**src/rtl/gpio_irq_pkg.sv**
```systemverilog
package gpio_irq_pkg;

    localparam int unsigned PIN_W_DEF = 32;

    // Per-pin selection of the event kinds that count
    typedef struct packed {
        logic rise;
        logic fall;
        logic high;
        logic low;
    } det_sel_t;

    // Previous and present sample of one pin
    typedef struct packed {
        logic prev;
        logic cur;
    } pin_smp_t;

    function automatic logic det_hit(det_sel_t s, pin_smp_t p);
        logic e_rise;
        logic e_fall;
        e_rise = ~p.prev & p.cur;
        e_fall = p.prev & ~p.cur;
        return (s.rise & e_rise) | (s.fall & e_fall) |
               (s.high & p.cur)  | (s.low & ~p.cur);
    endfunction

endpackage

```
**src/rtl/gpio_irq_cfg.sv**
```systemverilog
module gpio_irq_cfg
    import gpio_irq_pkg::*;
#(
    parameter int unsigned N_PIN = PIN_W_DEF
) (
    input  logic             clk,
    input  logic             rst,
    input  logic [N_PIN-1:0] wdata,
    input  logic             rise_we,
    input  logic             fall_we,
    input  logic             high_we,
    input  logic             low_we,
    input  logic             ien_we,
    output det_sel_t         sel [N_PIN],
    output logic [N_PIN-1:0] ien_q
);

    logic [N_PIN-1:0] rise_q, fall_q, high_q, low_q;

    always_ff @(posedge clk) begin
        if (rst) begin
            rise_q <= '0;
            fall_q <= '0;
            high_q <= '0;
            low_q  <= '0;
            ien_q  <= '0;
        end else begin
            if (rise_we) rise_q <= wdata;
            if (fall_we) fall_q <= wdata;
            if (high_we) high_q <= wdata;
            if (low_we)  low_q  <= wdata;
            if (ien_we)  ien_q  <= wdata;
        end
    end

    for (genvar i = 0; i < N_PIN; i++) begin : g_sel
        assign sel[i] = '{rise: rise_q[i], fall: fall_q[i],
                          high: high_q[i], low: low_q[i]};
    end

    // configuration only moves on its own strobe
    a_r12_rise_hold: assert property (@(posedge clk) disable iff (rst)
        !rise_we |=> $stable(rise_q));
    a_r12_fall_hold: assert property (@(posedge clk) disable iff (rst)
        !fall_we |=> $stable(fall_q));
    a_r12_high_hold: assert property (@(posedge clk) disable iff (rst)
        !high_we |=> $stable(high_q));
    a_r12_low_hold: assert property (@(posedge clk) disable iff (rst)
        !low_we |=> $stable(low_q));
    a_r12_ien_hold: assert property (@(posedge clk) disable iff (rst)
        !ien_we |=> $stable(ien_q));

endmodule

```
**src/rtl/gpio_irq_evt.sv**
```systemverilog
module gpio_irq_evt
    import gpio_irq_pkg::*;
#(
    parameter int unsigned N_PIN = PIN_W_DEF
) (
    input  logic             clk,
    input  logic             rst,
    input  logic [N_PIN-1:0] pin_i,
    input  det_sel_t         sel [N_PIN],
    output logic [N_PIN-1:0] prev_q,
    output logic [N_PIN-1:0] hit
);

    always_ff @(posedge clk) begin
        if (rst) prev_q <= '0;
        else     prev_q <= pin_i;
    end

    for (genvar i = 0; i < N_PIN; i++) begin : g_pin
        pin_smp_t smp;
        assign smp    = '{prev: prev_q[i], cur: pin_i[i]};
        assign hit[i] = det_hit(sel[i], smp);

        // with no level kind enabled, an event needs a pin change
        a_r2_edge_needs_change: assert property (@(posedge clk) disable iff (rst)
            (hit[i] && !sel[i].high && !sel[i].low) |-> (pin_i[i] != prev_q[i]));
        // a pin with nothing enabled raises no event
        a_r6_quiet_pin: assert property (@(posedge clk) disable iff (rst)
            (sel[i] == '0) |-> !hit[i]);
    end

endmodule

```
**src/rtl/gpio_irq_stat.sv**
```systemverilog
module gpio_irq_stat
    import gpio_irq_pkg::*;
#(
    parameter int unsigned N_PIN = PIN_W_DEF
) (
    input  logic             clk,
    input  logic             rst,
    input  logic [N_PIN-1:0] set_vec,
    input  logic [N_PIN-1:0] clr_vec,
    output logic [N_PIN-1:0] status_q
);

    always_ff @(posedge clk) begin
        if (rst) status_q <= '0;
        else     status_q <= (status_q & ~clr_vec) | set_vec;
    end

    // bits not cleared never drop
    a_r7_sticky: assert property (@(posedge clk) disable iff (rst)
        1'b1 |=> (($past(status_q) & ~$past(clr_vec) & ~status_q) == '0));
    // cleared bits with no set go low
    a_r7_clear: assert property (@(posedge clk) disable iff (rst)
        1'b1 |=> ((status_q & $past(clr_vec) & ~$past(set_vec)) == '0));
    // a set always lands, even against a clear
    a_r8_set_wins: assert property (@(posedge clk) disable iff (rst)
        1'b1 |=> (($past(set_vec) & ~status_q) == '0));

endmodule

```
**src/rtl/gpio_irq_detect.sv**
```systemverilog
module gpio_irq_detect
    import gpio_irq_pkg::*;
#(
    parameter int unsigned N_PIN = PIN_W_DEF
) (
    input  logic             clk,
    input  logic             rst,
    input  logic [N_PIN-1:0] pin_i,
    input  logic [N_PIN-1:0] wdata,
    input  logic             rise_we,
    input  logic             fall_we,
    input  logic             high_we,
    input  logic             low_we,
    input  logic             ien_we,
    input  logic             stat_clr_we,
    input  logic             test_we,
    output logic [N_PIN-1:0] irq_o,
    output logic [N_PIN-1:0] status_o,
    output logic [N_PIN-1:0] din_o
);

    det_sel_t         sel [N_PIN];
    logic [N_PIN-1:0] ien_q;
    logic [N_PIN-1:0] prev_q;
    logic [N_PIN-1:0] hit;
    logic [N_PIN-1:0] set_vec;
    logic [N_PIN-1:0] clr_vec;

    gpio_irq_cfg #(.N_PIN(N_PIN)) u_cfg (
        .clk     (clk),
        .rst     (rst),
        .wdata   (wdata),
        .rise_we (rise_we),
        .fall_we (fall_we),
        .high_we (high_we),
        .low_we  (low_we),
        .ien_we  (ien_we),
        .sel     (sel),
        .ien_q   (ien_q)
    );

    gpio_irq_evt #(.N_PIN(N_PIN)) u_evt (
        .clk    (clk),
        .rst    (rst),
        .pin_i  (pin_i),
        .sel    (sel),
        .prev_q (prev_q),
        .hit    (hit)
    );

    assign set_vec = hit | (test_we ? wdata : '0);
    assign clr_vec = stat_clr_we ? wdata : '0;

    gpio_irq_stat #(.N_PIN(N_PIN)) u_stat (
        .clk      (clk),
        .rst      (rst),
        .set_vec  (set_vec),
        .clr_vec  (clr_vec),
        .status_q (status_o)
    );

    assign irq_o = status_o & ien_q;
    assign din_o = prev_q;

    // no request without a pending status bit
    a_r9_irq_needs_status: assert property (@(posedge clk) disable iff (rst)
        (irq_o & ~status_o) == '0);
    // a test write shows up in status next cycle
    a_r10_test_sets: assert property (@(posedge clk) disable iff (rst)
        test_we |=> ((status_o & $past(wdata)) == $past(wdata)));
    // readback follows the pins by one cycle
    a_r11_din_follow: assert property (@(posedge clk) disable iff (rst)
        1'b1 |=> (din_o == $past(pin_i)));

endmodule

```
**config.mk**
```make
export PLATFORM = sky130hd
export DESIGN_NAME = gpio_irq_detect
export DESIGN_NICKNAME = d
export VERILOG_FILES = /design/src/rtl/gpio_irq_pkg.sv /design/src/rtl/gpio_irq_cfg.sv /design/src/rtl/gpio_irq_evt.sv /design/src/rtl/gpio_irq_stat.sv /design/src/rtl/gpio_irq_detect.sv
export SDC_FILE = /design/constraint.sdc
export NUM_CORES = 1
export LEC_CHECK = 0
export ABC_CLOCK_PERIOD_IN_PS = 900
export BUFFER_PORTS_ARGS = -buffer_cell sky130_fd_sc_hd__buf_4
export CORE_MARGIN = 2
export CORE_UTILIZATION = 45
export CTS_CLUSTER_DIAMETER = 50
export DETAILED_ROUTE_END_ITERATION = 12
export GPL_ROUTABILITY_DRIVEN = 0
export HOLD_SLACK_MARGIN = 0.08
export PLACE_DENSITY_LB_ADDON = 0.08
export SLEW_MARGIN = 20
export SYNTH_ARGS = -nofsm -noshare
export SYNTH_HDL_FRONTEND = slang
export SYNTH_SLANG_ARGS = --single-unit
```
**constraint.sdc**
```tcl
create_clock -name clk -period 0.9 [get_ports clk]
set_clock_uncertainty 0.05 [all_clocks]
set_input_delay 0.09 -clock clk [delete_from_list [all_inputs] [get_ports clk]]
set_output_delay 0.09 -clock clk [all_outputs]
set_load 0.01 [all_outputs]
```
# Yosys cells after proc, flatten, opt, wreduce, memory -nomap -nowiden
# Index checks and enable logic that the tools add are counted.
# W data, S select, Z words.
totals:
  reg_bits: 224
  output_inout_bits: 96
op_classes:
  bitwise: 357
  n_mux: 2
ops:
  columns: ["cell", "n"]
  rows:
  - ["$and A1 B1 Y1", 192]
  - ["$or A1 B1 Y1", 96]
  - ["$and A32 B32 Y32", 2]
  - ["$mux W32", 2]
  - ["$not A1 Y1", 64]
  - ["$or A32 B32 Y32", 2]
  - ["$not A32 Y32", 1]

# Longest topological paths before layout
depth:
  word_depth: 8
  depth_mapped: 4

# Cells and area by module
# A second synthesis with hierarchy kept.
unflattened:
  cells_unflattened: 946
  hier_area_um2: 9392.8
modules_own_cells:
  columns: ["module", "n_inst", "area_per_inst_um2", "seq_area_each_um2", "cells_each"]
  rows:
  - ["gpio_irq_cfg", 1, 5921.9, 3203.1, 518]
  - ["gpio_irq_evt", 1, 1624.1, 640.6, 195]
  - ["gpio_irq_stat", 1, 1154.9, 640.6, 131]
  - ["gpio_irq_detect", 1, 691.9, 0.0, 102]

# Worst setup path after synthesis
# No wires, ideal clock.
synth_path:
  kind: "register to register"
  startpoint: "register u_evt.prev_q[10]"
  endpoint: "register u_stat.status_q[10]"
  n_path_buf: 0
  path_stages_with_launch: 4
  setup_time_ns: 0.132
  t_arrival_ns: 0.739
  path_slack_ns: -0.021
  cell_sequence: "dfxtp_1 a211o_1 o21ai_0 a21oi_1"
synth_between:
  elab_chain_cells: 8
synth_lines:
  columns: ["element", "line", "text"]
  rows:
  - ["start, declared", "gpio_irq_evt.sv:10", "output logic [N_PIN-1:0] prev_q,"]
  - ["start signal, assigned", "gpio_irq_evt.sv:16", "else prev_q <= pin_i;"]
  - ["$not A1 Y1", "gpio_irq_pkg.sv:22", "e_rise = ~p.prev & p.cur;"]
  - ["$and A1 B1 Y1", "gpio_irq_pkg.sv:22", null]
  - ["$and A1 B1 Y1", "gpio_irq_pkg.sv:24", "return (s.rise & e_rise) | (s.fall & e_fall) |"]
  - ["$or A1 B1 Y1 * (2 in series)", "gpio_irq_pkg.sv:24", null]
  - ["$or A1 B1 Y1 *", "gpio_irq_pkg.sv:25", "(s.high & p.cur) | (s.low & ~p.cur);"]
  - ["$or A32 B32 Y32 *", "gpio_irq_detect.sv:51", "assign set_vec = hit | (test_we ? wdata : '0);"]
  - ["$or A32 B32 Y32 *", "gpio_irq_stat.sv:15", "else status_q <= (status_q & ~clr_vec) | set_vec;"]
  - ["end signal, assigned", "gpio_irq_stat.sv:15", null]
  - ["end, declared", "gpio_irq_stat.sv:10", "output logic [N_PIN-1:0] status_q"]
# Mark *: on every way between the ends. The rest lies on a longest branch, timed or not.
# A chain may end at the register's enable or synchronous reset.

# Final worst setup path
layout_path:
  startpoint: "register u_stat.status_q[1]"
  endpoint: "output port irq_o[1]"
layout_between:
  elab_chain_cells: 1
layout_lines:
  columns: ["element", "line", "text"]
  rows:
  - ["$and A32 B32 Y32", "gpio_irq_detect.sv:62", "assign irq_o = status_o & ien_q;"]
  - ["end, declared", "gpio_irq_detect.sv:17", "output logic [N_PIN-1:0] irq_o,"]
# Every way passes these cells.

==> metrics.txt <==
Synth area leaders dfxtp_1 (51%), mux2i_1 (18%), nor2_1 (6.8%); port bufs 168; Worst setup EP type primary output; DRT iter0 DRCs 343; routed vias/inst 4.920; # rows 51; largest net degree at the start of global routing 65; total chip power 25,110 uW; CP arrival 1130 ps; leakage power 0.006351 uW; Mapped Area 8867 um2; clock buffer count from CTS 26; # nets final 1,280; MaxCap Viol Count 0; DR DRC count 0; DR pass1 iterations 4; WHS -55.57 ps; register area share after synthesis 0.5057; status finished with violations; number of global-route vias before repair 7,005; GRT overflow 0; unrepaired setup endpoints after global routing true; #FFs+latches synth 224; core region area 19,400 um2; Die ar. 20,840 um2; clock tree buffer depth 3; layout cells sized above 1 0.3540; Final ANT Viol Nets 0; Startpoint Class register; gate count of the mapped netlist 883; failing checks hold timing, setup timing; via count 7,321; syn_area_per_cell 10.04 um2; Pwr Density 1837 nW/um2; initial antenna violation count 0; peak supply drop 1403 uV; YS warnings 0; Die W 144.4 um; CTS tree yes; slew margin rel. 0.6416; # IOs 169; global-route wire length before repair 35.66 mm; Max H-tree Level 1; Clock Root Buffer clkbuf_16; crit path time final 1268 ps; Final Cycle Share 1.409; final WL 24.26 mm; FILL cells 1,502; Syn Nets 956; Starting Density 0.4571; Worst-Margin Slew 537.7 ps; Total GRT Usage 0.2132; CTS Hold Bufs 71; max-slew violations 0; CTS clk-pin slew, worst paths 60 ps; Crit Path Max Fanout 3; post-synth top area share 0.5057; clk sinks 224; ant diodes 0; Final setup viols 128; setup ws final -367.7 ps; Worst Path Required 760 ps; critical setup path kind reg2out; worst skew pair latency 520 ps; Max Freq 0.7888 GHz; post-synth cell types 16; worst hold path class in2reg; Avg WL per Cell 16.31 um; DP HPWL 13.22 mm; post-synth top area cell dfxtp_1; final hold vios 1; chip height 144.4 um; Synth-to-Final Area Change 54.11%; Final Util 0.7045
[per-layer routing]
| metal | vias up | part of all wire | track usage |
|---|---|---|---|
| li1 | 3645 | - | - |
| met1 | 3496 | 0.45 | 0.2788 |
| met2 | 155 | 0.49 | 0.3622 |
| met3 | 25 | 0.049 | 0.04536 |
| met4 | 0 | 0.014 | 0.04905 |
| met5 | - | 0 | 0 |
[synth_stat cells (all sizes together)]
cell type and number:
a211o 32, a21oi 32, a22oi 32, and2 32, buf 48, clkbuf 3
dfxtp 224, mux2i 160, nand2 32, nand2b 32, nor2 160, nor2b 64
o21ai 32
[logic make-up after synthesis]
logic type,count (synthesis),synth area share
AO/OA/AOI/OAI,128,0.09821
buffers and inverters,51,0.04388
flip-flops,224,0.5057
multiplexers,160,0.1806
AND/OR/NAND/NOR,320,0.1716
[cell type report]
| class | count | area, um2 | area share |
|---|---|---|---|
| clock buffer | 38 | 747.0 | 0.05466 |
| timing repair buffer | 347 | 3831 | 0.2804 |
| multi-input combinational | 608 | 4108 | 0.3006 |
| sequential | 224 | 4587 | 0.3357 |
| clock inverter | 6 | 61.31 | 0.004486 |
| tap | 265 | 331.6 | 0.02426 |
[cell usage in the layout, fill, tap and decap left out, types with 4 or more instances in the layout]
master | netlist | layout
a211o_1 | 32 | 32
a21oi_1 | 32 | 32
a22oi_1 | 26 | 26
a22oi_2 | 6 | 6
and2_4 | 0 | 32
buf_12 | 0 | 19
buf_4 | 10 | 89
buf_6 | 18 | 156
clkbuf_1 | 3 | 8
clkbuf_16 | 0 | 36
dfxtp_1 | 224 | 150
dfxtp_2 | 0 | 70
dfxtp_4 | 0 | 4
dlygate4sd3_1 | 0 | 68
mux2i_1 | 160 | 158
nand2_1 | 32 | 32
nand2b_1 | 32 | 32
nor2_1 | 160 | 160
nor2b_1 | 64 | 64
o21ai_1 | 0 | 25
o21ai_2 | 0 | 7
[final timing paths]
path                                  from                             to  slack (ps)  cells after the start
max          u_stat.status_q[1]$_SDFF_PP0_                       irq_o[1]        -370                      2
min                                rise_we  u_cfg.rise_q[24]$_SDFFE_PP0P_         -60                      3
max reg2reg     u_evt.prev_q[0]$_SDFF_PP0_  u_stat.status_q[0]$_SDFF_PP0_        -140                      4
min reg2reg   u_cfg.ien_q[25]$_SDFFE_PP0P_   u_cfg.ien_q[25]$_SDFFE_PP0P_         430                      2
[repair_timing]
item	4_1_cts	5_1_grt
buffers inserted	61	14
resized for setup	209	48
endpoints found under the setup margin	126	189
endpoints found under the hold margin	224	12
cloned	0	9
pin swaps	66	12
[sequential cells by signal, indices dropped and copies added (netlist names)]
name / cells
u_evt.prev_q: 32
u_cfg.low_q: 32
u_cfg.high_q: 32
u_stat.status_q: 32
u_cfg.ien_q: 32
u_cfg.fall_q: 32
u_cfg.rise_q: 32
[worst max-delay path: stages (launching register included)]
cell and delay, ps:
dfxtp_4 350, and2_4 140, buf_6 110
[where the power goes]
group	total (uW)	switching, uW	internal [uW]
Combinational	4060	1660	2400
Sequential	11000	422	10600
Clock	10000	4010	6000
Total	25100	6090	19000
[per-stage QoR]
| stage | TNS [ps] | setup slack, ps | std cells | area (um2) |
|---|---|---|---|---|
| final | -30140 | -367.7 | 1488 | 13670 |
| after global routing | -34980 | -405.5 | 1488 | 13670 |
| after CTS | -30290 | -368.2 | 1468 | 13210 |
| after detailed placement | -2280 | -95.76 | 1292 | 10580 |
| after global placement | -2055 | -102.4 | 1292 | 10580 |
| after floorplan | -6.521 | -6.521 | 883 | 8907 |
No activity file was read; power rests on OpenSTA's default activity.
